===== config.mk =====
export PLATFORM = sky130hd
export DESIGN_NAME = sfi_port
export DESIGN_NICKNAME = d
export VERILOG_FILES = /design/src/rtl/sfi_pkg.sv /design/src/rtl/sfi_edge.sv /design/src/rtl/sfi_busy.sv /design/src/rtl/sfi_port.sv
export SDC_FILE = /design/constraint.sdc
export NUM_CORES = 1
export LEC_CHECK = 0
export BUFFER_PORTS_ARGS = -buffer_cell sky130_fd_sc_hd__buf_2
export CAP_MARGIN = 20
export CORE_MARGIN = 4
export CORE_UTILIZATION = 51
export DETAILED_ROUTE_END_ITERATION = 6
export PLACE_DENSITY = 0.71
export SYNTH_ARGS = -nofsm -noshare
export SYNTH_HDL_FRONTEND = slang
export SYNTH_HIERARCHICAL = 1
export SYNTH_SLANG_ARGS = --single-unit

===== constraint.sdc =====
create_clock -name clk -period 2.3 [get_ports clk]
set_input_delay 0.46 -clock clk [delete_from_list [all_inputs] [get_ports clk]]
set_output_delay 0.46 -clock clk [all_outputs]
set_load 0.005 [all_outputs]

===== src/rtl/sfi_pkg.sv =====
package sfi_pkg;
    typedef enum logic [1:0] {
        LEN_SHORT = 2'd0,
        LEN_EXACT = 2'd1,
        LEN_LONG  = 2'd2
    } frame_len_e;
endpackage


===== src/rtl/sfi_edge.sv =====
module sfi_edge #(
    parameter logic INIT = 1'b0
) (
    input  logic clk,
    input  logic rst_n,
    input  logic din,
    output logic rise,
    output logic fall
);
    logic prev_q;

    always_ff @(posedge clk or negedge rst_n) begin
        if (!rst_n) prev_q <= INIT;
        else        prev_q <= din;
    end

    assign rise = din & ~prev_q;
    assign fall = ~din & prev_q;
endmodule


===== src/rtl/sfi_busy.sv =====
module sfi_busy #(
    parameter int BUSY_CYC = 400
) (
    input  logic clk,
    input  logic rst_n,
    input  logic start,
    output logic busy
);
    localparam int BW = $clog2(BUSY_CYC + 1);

    logic [BW-1:0] cnt_d, cnt_q;

    always_comb begin
        cnt_d = cnt_q;
        if (start)            cnt_d = BW'(BUSY_CYC);
        else if (cnt_q != '0) cnt_d = cnt_q - 1'b1;
    end

    always_ff @(posedge clk or negedge rst_n) begin
        if (!rst_n) cnt_q <= '0;
        else        cnt_q <= cnt_d;
    end

    assign busy = (cnt_q != '0);
endmodule


===== src/rtl/sfi_port.sv =====
module sfi_port #(
    parameter int WORD_W   = 32,
    parameter int LANES    = 2,
    parameter int BUSY_CYC = 400
) (
    input  logic              clk,
    input  logic              rst_n,
    input  logic              cs_n,
    input  logic              sclk,
    input  logic              sdi,
    input  logic [LANES-1:0]  lane_en_i,
    input  logic [WORD_W-1:0] result_i,
    output logic [LANES-1:0]  sdo_o,
    output logic [LANES-1:0]  sdo_oe_o,
    output logic              rvs_o,
    output logic [WORD_W-1:0] cmd_o,
    output logic              cmd_valid_o
);
    import sfi_pkg::*;

    localparam int CNT_W = $clog2(WORD_W) + 1;
    localparam logic [CNT_W-1:0] CNT_MAX = {CNT_W{1'b1}};
    localparam logic [CNT_W-1:0] CNT_WORD = CNT_W'(WORD_W);

    typedef struct packed {
        logic              act;
        logic [WORD_W-1:0] osr;
        logic [WORD_W-1:0] isr;
        logic [WORD_W-1:0] cmd;
        logic [CNT_W-1:0]  cnt;
        logic              vld;
        logic [LANES-1:0]  lanes;
    } port_st_t;

    port_st_t st_d, st_q;

    logic cs_rise, cs_fall, sck_rise, sck_fall;
    logic busy, busy_start;
    frame_len_e len;

    sfi_edge #(.INIT(1'b1)) u_cs_edge (
        .clk(clk), .rst_n(rst_n), .din(cs_n), .rise(cs_rise), .fall(cs_fall)
    );

    sfi_edge #(.INIT(1'b0)) u_sck_edge (
        .clk(clk), .rst_n(rst_n), .din(sclk), .rise(sck_rise), .fall(sck_fall)
    );

    sfi_busy #(.BUSY_CYC(BUSY_CYC)) u_busy (
        .clk(clk), .rst_n(rst_n), .start(busy_start), .busy(busy)
    );

    always_comb begin
        if (st_q.cnt == CNT_WORD)     len = LEN_EXACT;
        else if (st_q.cnt > CNT_WORD) len = LEN_LONG;
        else                          len = LEN_SHORT;
    end

    always_comb begin
        st_d       = st_q;
        st_d.vld   = 1'b0;
        busy_start = 1'b0;
        if (!st_q.act) begin
            if (cs_fall && !busy) begin
                st_d.act   = 1'b1;
                st_d.osr   = result_i;
                st_d.isr   = '0;
                st_d.cnt   = '0;
                st_d.cmd   = '0;
                st_d.lanes = lane_en_i;
            end
        end else if (cs_n) begin
            st_d.act   = 1'b0;
            busy_start = 1'b1;
            unique case (len)
                LEN_EXACT, LEN_LONG: begin
                    st_d.cmd = st_q.isr;
                    st_d.vld = 1'b1;
                end
                default: st_d.cmd = '0;
            endcase
        end else begin
            if (sck_rise) begin
                st_d.isr = {st_q.isr[WORD_W-2:0], sdi};
                if (st_q.cnt != CNT_MAX) st_d.cnt = st_q.cnt + 1'b1;
            end
            if (sck_fall) begin
                st_d.osr = {st_q.osr[WORD_W-2:0], 1'b0};
            end
        end
    end

    always_ff @(posedge clk or negedge rst_n) begin
        if (!rst_n) st_q <= '0;
        else        st_q <= st_d;
    end

    assign sdo_oe_o    = st_q.lanes & {LANES{st_q.act}};
    assign sdo_o       = sdo_oe_o & {LANES{st_q.osr[WORD_W-1]}};
    assign rvs_o       = ~(st_q.act | busy);
    assign cmd_o       = st_q.cmd;
    assign cmd_valid_o = st_q.vld;
endmodule


==> key figures, run 1 <==
Outcome
  – Status: finished, final reports clean

Synthesis
  – Synth Warn #: 6
  – Syn nets: a little under 600
  – Synth Area per Inst: 10.3 um^2
  – Netlist Area Pre-Place: 0.00557 mm^2
  – Cell count after synthesis: approximately 540

Final layout
  – Multi-input logic area: approximately 0.0021 mm^2
  – Nets: between 600 and 700
  – Fraction of layout cells with a size suffix above 1: 30.0%
  – Register area: between 0.002 and 0.003 mm^2
  – Filler instances: 864
  – # diodes: 0
  – Layout area overhead: 19.1%

Clocking
  – Clk_lat worst skew: 0.50 ns
  – Clock root buffer: clkbuf_8
  – Worst-path clk slew: 0.05 ns
  – Clk buf depth: 2
  – Num CTS Buffers: 17
  – CTS Sinks: ~120
  – CTS tree: built
  – # H-tree levels: 4

Floorplanning
  – Die footprint: 0.0127 mm^2
  – Die Wd: 113 um
  – Starting density of the core: 53.3%
  – Die H: 113 um
  – Num ports: 77
  – Core area: 0.0105 mm^2
  – # rows: 37

STA
  – Least-Margin Pin Slew: 0.786 ns
  – Crit share post-route: just under 100%
  – Final hold vios: 0
  – RSZ-0062 raised after global routing: yes
  – Headroom to the max-slew limit: approximately 48%
  – Minimum clock period: 2.21 ns
  – Max Clock Freq: 452 MHz
  – TNS Setup: 0 ns
  – Final setup viols: 0
  – Max Transition Viols Final: 0
  – Worst clock skew: between 0.008 and 0.009 ns

Critical path
  – Setup CP Type: reg2reg
  – Crit. End Element: flip-flop
  – Startpoint types: flip-flop
  – Flop2flop setup slack: 0.09 ns
  – Crit-path cells: inv_2 -> ha_4 -> nor4b_4 -> nand2_1 -> buf_6 -> buf_4 -> nor3b_4 -> buf_4 -> clkbuf_16 -> a22o_1 -> mux2_2
  – Critical Path Fanout Max: 17
  – Critical Path RT: 2.73 ns
  – Crit path top cell by count: buf_4
  – Critical Path Slowest Stage Cell: dfrtp_1
  – CP max stage delay: 0.39 ns
  – Worst Path Arrival: 2.65 ns

Detailed routing
  – Via count: 4,182
  – Post-Route WL: 11,800 um
  – Total iterations of the first detailed-routing run: 5
  – Initial DRC Count: 270
  – Final ANT Viol Nets: 0
  – Residual DRC: 0
  – Vias per cell: 5.64
  – DR WL/cell: 16.0 um

Global routing
  – Vias in the first global route: 4,185
  – Gr usage total: between 10% and 20%
  – First-pass GRT wire length: 19,900 um
  – Gr ovfl total: 0
  – Largest net degree at the start of global routing: 103
  – Initial antenna violation count: 0

Placed design
  – GP Congestion: 0.815
  – DP HPWL: 7080 um
  – Port Buffer Count: 76

Pwr
  – Pwr Total: between 6000 and 7000 uW
  – Lkg Pwr: approximately 0.0033 uW
  – VDD IR max: 0.596 mV
  – Power Density: 911 mW/mm^2

Job
  – # Max-Cap Violations: 0

Hold path
  – Worst hold-check path type: in2reg
## routing by layer
metal	vias to the layer above	track usage, %	share of wire (%)
li1	1992	-	-
met1	2069	26.1	45
met2	111	29.8	49
met3	10	4.58	5.6
met4	0	6.33	0.96
met5	-	0	0
## what timing repair did
action                                  CTS  global route
hold buffers                              1             0
endpoints found under the hold margin    15             0
endpoints found under the setup margin   20            48
resized for setup                         4             7
setup buffers                             4             1
pin swaps                                 3             3
gates cloned                              0             1
## worst max-delay path: cells and delay by family, from the launching register on
family | cells | cell delay (ns)
buf+inv | 5 | 0.72
flops | 1 | 0.39
fa+ha+maj | 1 | 0.13
mux | 1 | 0.16
compound gates | 1 | 0.14
simple gates | 3 | 0.62
## where the power goes
group | switching (uW) | leakage, uW | internal, uW
Combinational | 443 | 0.00150 | 464
Clock | 919 | 0.000285 | 1760
Sequential | 168 | 0.00151 | 2290
Total | 1530 | 0.00330 | 4510
## layout make-up
class | instances | share of cell area, %
Inverter | 38 | 2.15
Timing Repair Buffer | 105 | 10.2
Sequential cell | 117 | 44.2
Tap cell | 136 | 2.56
Clock inverter | 12 | 2.70
Clock buffer | 20 | 6.41
Multi-Input combinational cell | 314 | 31.7
## state kept, by name (all words and copies together), names as in the netlist
register / count
u_cs_edge/prev_q: 1
st_q: 73
cmd_o: 32
u_sck_edge/prev_q: 1
u_busy/cnt_q: 9
cmd_valid_o: 1
## cell usage in the layout (no fill, tap or decap), types with 2 or more instances in the layout
master	count
clkinv_4	2
mux2_2	31
clkbuf_1	3
clkbuf_16	17
nand2b_1	2
buf_6	2
buf_12	4
and2_1	4
mux2i_1	4
o31ai_1	4
nor2_1	6
o21ai_0	40
and3_1	3
nor4_1	2
nand4_1	33
buf_4	22
and2b_2	2
dfrtp_1	114
a22o_1	31
nand3_1	65
buf_2	75
bufinv_16	4
inv_2	2
a21oi_1	8
inv_1	36
clkinvlp_4	3
clkinv_2	2
nor3_1	4
nand2_1	44
nand3b_1	2
ha_1	2
## metrics by stage
stage | instances | cell area, um^2 | setup WS (ns) | utilization (%) | hold WS, ns
2_1_floorplan | 543 | 5590 | 0.0183 | - | 0.164
3_3_place_gp | 703 | 5920 | 0.106 | 56.6 | 0.332
3_5_place_dp | 703 | 5920 | -0.00268 | 56.6 | 0.333
4_1_cts | 740 | 6580 | 0.0128 | 62.9 | 0.0872
5_1_grt | 742 | 6640 | -0.0328 | 63.4 | 0.0930
6_report | 742 | 6640 | 0.0855 | 63.4 | 0.107
## worst paths after layout
path                                              from                          end  cells after the start
setup / recovery           u_busy/cnt_q[0]$_DFFE_PN0P_         st_q[99]$_DFFE_PN0P_                     11
hold / removal                                    sclk  u_sck_edge/prev_q$_DFF_PN0_                      1
setup reg to reg           u_busy/cnt_q[0]$_DFFE_PN0P_         st_q[99]$_DFFE_PN0P_                     11
hold reg to reg                   st_q[81]$_DFFE_PN0P_         st_q[81]$_DFFE_PN0P_                      1
max in group asynchronous                        rst_n          st_q[105]$_DFF_PN0_                      3
min in group asynchronous                        rst_n        cmd_o[17]$_DFFE_PN0P_                      2
Power figures use the tool's default switching activity.
==> inputs of run 2 (changes only) <==
Settings changed: ABC_CLOCK_PERIOD_IN_PS from default to 2300, CORE_UTILIZATION 51 to 52, PLACE_DENSITY 0.71 to 0.72.
==> key figures, run 2 (synthesis results as in run 1) <==
Outcome
  – Status: finished, final reports clean (unchanged)

Placed design
  – DP Worst Slack: -0.00809 ns (was -0.00268 ns)
  – Port Buffer Count: 76 (unchanged)
  – GP Congestion: 0.790 (was 0.815)
  – DP HPWL: 7120 um (was 7080 um)

Critical path
  – Worst r2r path cells: 8 (was 11)
  – Worst setup path endpoint: rvs_o (was st_q[99]$_DFFE_PN0P_)
  – Setup CP Type: reg2out (was reg2reg)
  – Critical Path RT: 1.84 ns (was 2.73 ns)
  – End of the worst register-to-register path: st_q[85]$_DFFE_PN0P_ (was st_q[99]$_DFFE_PN0P_)
  – Critical Path Slowest Stage Cell: dfrtp_1 (unchanged)
  – CP max stage delay: 0.39 ns (about the same)
  – Crit. End Element: output pin (was flip-flop)
  – Crit-path cells: inv_2 -> ha_4 -> nor4b_4 -> nand2_1 -> buf_6 -> nor2_4 -> buf_2 (was inv_2 -> ha_4 -> nor4b_4 -> nand2_1 -> buf_6 -> buf_4 -> nor3b_4 -> buf_4 -> clkbuf_16 -> a22o_1 -> mux2_2)
  – Worst Path Arrival: 1.80 ns (was 2.65 ns)
  – Flop2flop setup slack: 0.09 ns (about the same)
  – Startpoint types: flip-flop (unchanged)
  – Reg-to-Reg Start: u_busy/cnt_q[0]$_DFFE_PN0P_ (unchanged)
  – Critical Path Fanout Max: 2 (was 17)
  – Worst setup startpoint: u_busy/cnt_q[0]$_DFFE_PN0P_ (unchanged)

Final layout
  – Largest Register: st_q (unchanged)
  – Utilization after layout: 64.6% (was 63.4%)
  – Most frequent cells in the layout: dfrtp_1 (115), buf_2 (75), nand3_1 (65), nand2_1 (44), o21ai_0 (40) (was dfrtp_1 (114), buf_2 (75), nand3_1 (65), nand2_1 (44), o21ai_0 (40))
  – # diodes: 0 (unchanged)
  – Filler instances: 847 (was 864)
  – Layout area overhead: 20.2% (was 19.1%)
  – Largest register FFs: 73 (unchanged)
  – Fraction of layout cells with a size suffix above 1: 30.1% (was 30.0%)
  – Nets: 636 (was 635)
  – Commonest non-fill, non-tap cell in the layout: dfrtp_1 (unchanged)

Hold path
  – Min-delay src: sclk (unchanged)
  – Worst hold-check path type: in2reg (unchanged)

Pwr
  – VDD IR max: 0.514 mV (was 0.596 mV)
  – Lkg Pwr: 0.00334 uW (was 0.00330 uW)
  – Power Density: 940 mW/mm^2 (was 911 mW/mm^2)

STA
  – Final hold vios: 0 (unchanged)
  – Max Transition Viols Final: 0 (unchanged)
  – Headroom to the max-slew limit: 63.0% (was 47.6%)
  – Least-Margin Pin Slew: 0.553 ns (was 0.786 ns)
  – Worst clock skew: 0.0116 ns (was 0.00890 ns)
  – Worst setup margin: 0.0443 ns (was 0.0855 ns)
  – RSZ-0062 raised after global routing: yes (unchanged)
  – Crit share post-route: 98.1% (was 96.3%)
  – Max Clock Freq: 443 MHz (was 452 MHz)
  – Minimum clock period: 2.26 ns (was 2.21 ns)
  – Hold Slack: 0.0895 ns (was 0.107 ns)
  – Final setup viols: 0 (unchanged)

Clocking
  – Num CTS Buffers: 17 (unchanged)
  – CTS Sinks: 117 (unchanged)
  – Clock root buffer: clkbuf_8 (unchanged)
  – Clk buf depth: 2 (unchanged)
  – Worst-path clk slew: 0.06 ns (was 0.05 ns)
  – Clk_lat worst skew: 0.51 ns (was 0.50 ns)
  – CTS tree: built (unchanged)
  – # H-tree levels: 4 (unchanged)

Detailed routing
  – Post-Route WL: 11,800 um (about the same)
  – Final ANT Viol Nets: 0 (unchanged)
  – Vias per cell: 5.66 (was 5.64)
  – Initial DRC Count: 244 (was 270)
  – DR WL/cell: 15.9 um (was 16.0 um)
  – Residual DRC: 0 (unchanged)
  – Via count: 4,209 (was 4,182)
  – Total iterations of the first detailed-routing run: 6 (was 5)

Global routing
  – Initial antenna violation count: 0 (unchanged)
  – Gr ovfl total: 0 (unchanged)
  – First-pass GRT wire length: 19,800 um (was 19,900 um)
  – Vias in the first global route: 4,092 (was 4,185)
  – Largest net degree at the start of global routing: 106 (was 103)
  – Gr usage total: 19.5% (was 19.0%)

Job
  – # Max-Cap Violations: 0 (unchanged)

Floorplanning
  – Core area: 0.0104 mm^2 (was 0.0105 mm^2)
  – Die H: 112 um (was 113 um)
  – Num ports: 77 (unchanged)
  – Die footprint: 0.0124 mm^2 (was 0.0127 mm^2)
  – # rows: 37 (unchanged)
  – Die Wd: 112 um (was 113 um)
  – Starting density of the core: 53.7% (was 53.3%)
## run 2: cell types whose count changed in the layout (fill, tap and decap cells not counted), sizes merged
cell      before  now
buf          103  105
clkinvlp       3    1
bufinv         4    5
inv           39   38
clkinv         4    5
## run 2: layout make-up
type / count / area [um^2] / share of cell area (%)
clock inverter: 11 / 198 / 2.95
sequential: 117 / 2930 / 43.8
multi-input combinational: 314 / 2100 / 31.4
inverter: 38 / 143 / 2.13
tap: 136 / 170 / 2.54
clock buffer: 21 / 459 / 6.86
timing repair buffer: 106 / 693 / 10.4
## run 2: critical path, delay by kind of cell, from the launching register on
family | cells | cell delay, ns
buf+inv | 3 | 0.34
simple gates | 3 | 0.42
flops | 1 | 0.39
fa+ha+maj | 1 | 0.13
## run 2: how the worst min path moves through the flow
stage	cells past startpoint	to	slack [ns]
5_1_grt	1	u_sck_edge/prev_q$_DFF_PN0_	0.07
3_5_place_dp	1	cmd_o[17]$_DFFE_PN0P_	0.46
2_1_floorplan	0	cmd_o[0]$_DFFE_PN0P_	0.16
4_1_cts	1	u_sck_edge/prev_q$_DFF_PN0_	0.06
6_report	1	u_sck_edge/prev_q$_DFF_PN0_	0.09
3_3_place_gp	1	cmd_o[19]$_DFFE_PN0P_	0.46
## run 2: repair_timing
| action | 4_1_cts | 5_1_grt |
|---|---|---|
| buffers inserted | 4 | 3 |
| pin swaps | 1 | 3 |
| gates resized for setup | 6 | 3 |
| hold endpoints to repair | 36 | 0 |
| hold buffers | 1 | 0 |
| endpoints found under the setup margin | 65 | 66 |
## run 2: routing by layer
layer  up-vias  global-route usage, %  wire length, um
li1       1998                      -                -
met1      2058                   25.8             5210
met2       137                   31.3             5820
met3        16                   5.54              651
met4         0                   6.08              131
met5         -                      0                0
## run 2: where the power goes
part | switching (uW) | internal [uW] | total [uW] | leakage [uW]
Sequential | 154 | 2290 | 2440 | 0.00151
Clock | 917 | 1960 | 2880 | 0.000318
Combinational | 473 | 506 | 979 | 0.00151
Total | 1540 | 4750 | 6300 | 0.00334
## run 2: per-stage QoR
stage	cell area, um^2	instances	TNS (ns)	total power, uW
final	6700	743	0	6300
after global routing	6700	743	-0.650	6600
after CTS	6660	740	0	6310
after detailed placement	5940	703	-0.00809	3340
after global placement	5940	703	0	3310
after floorplan	5590	543	0	3070
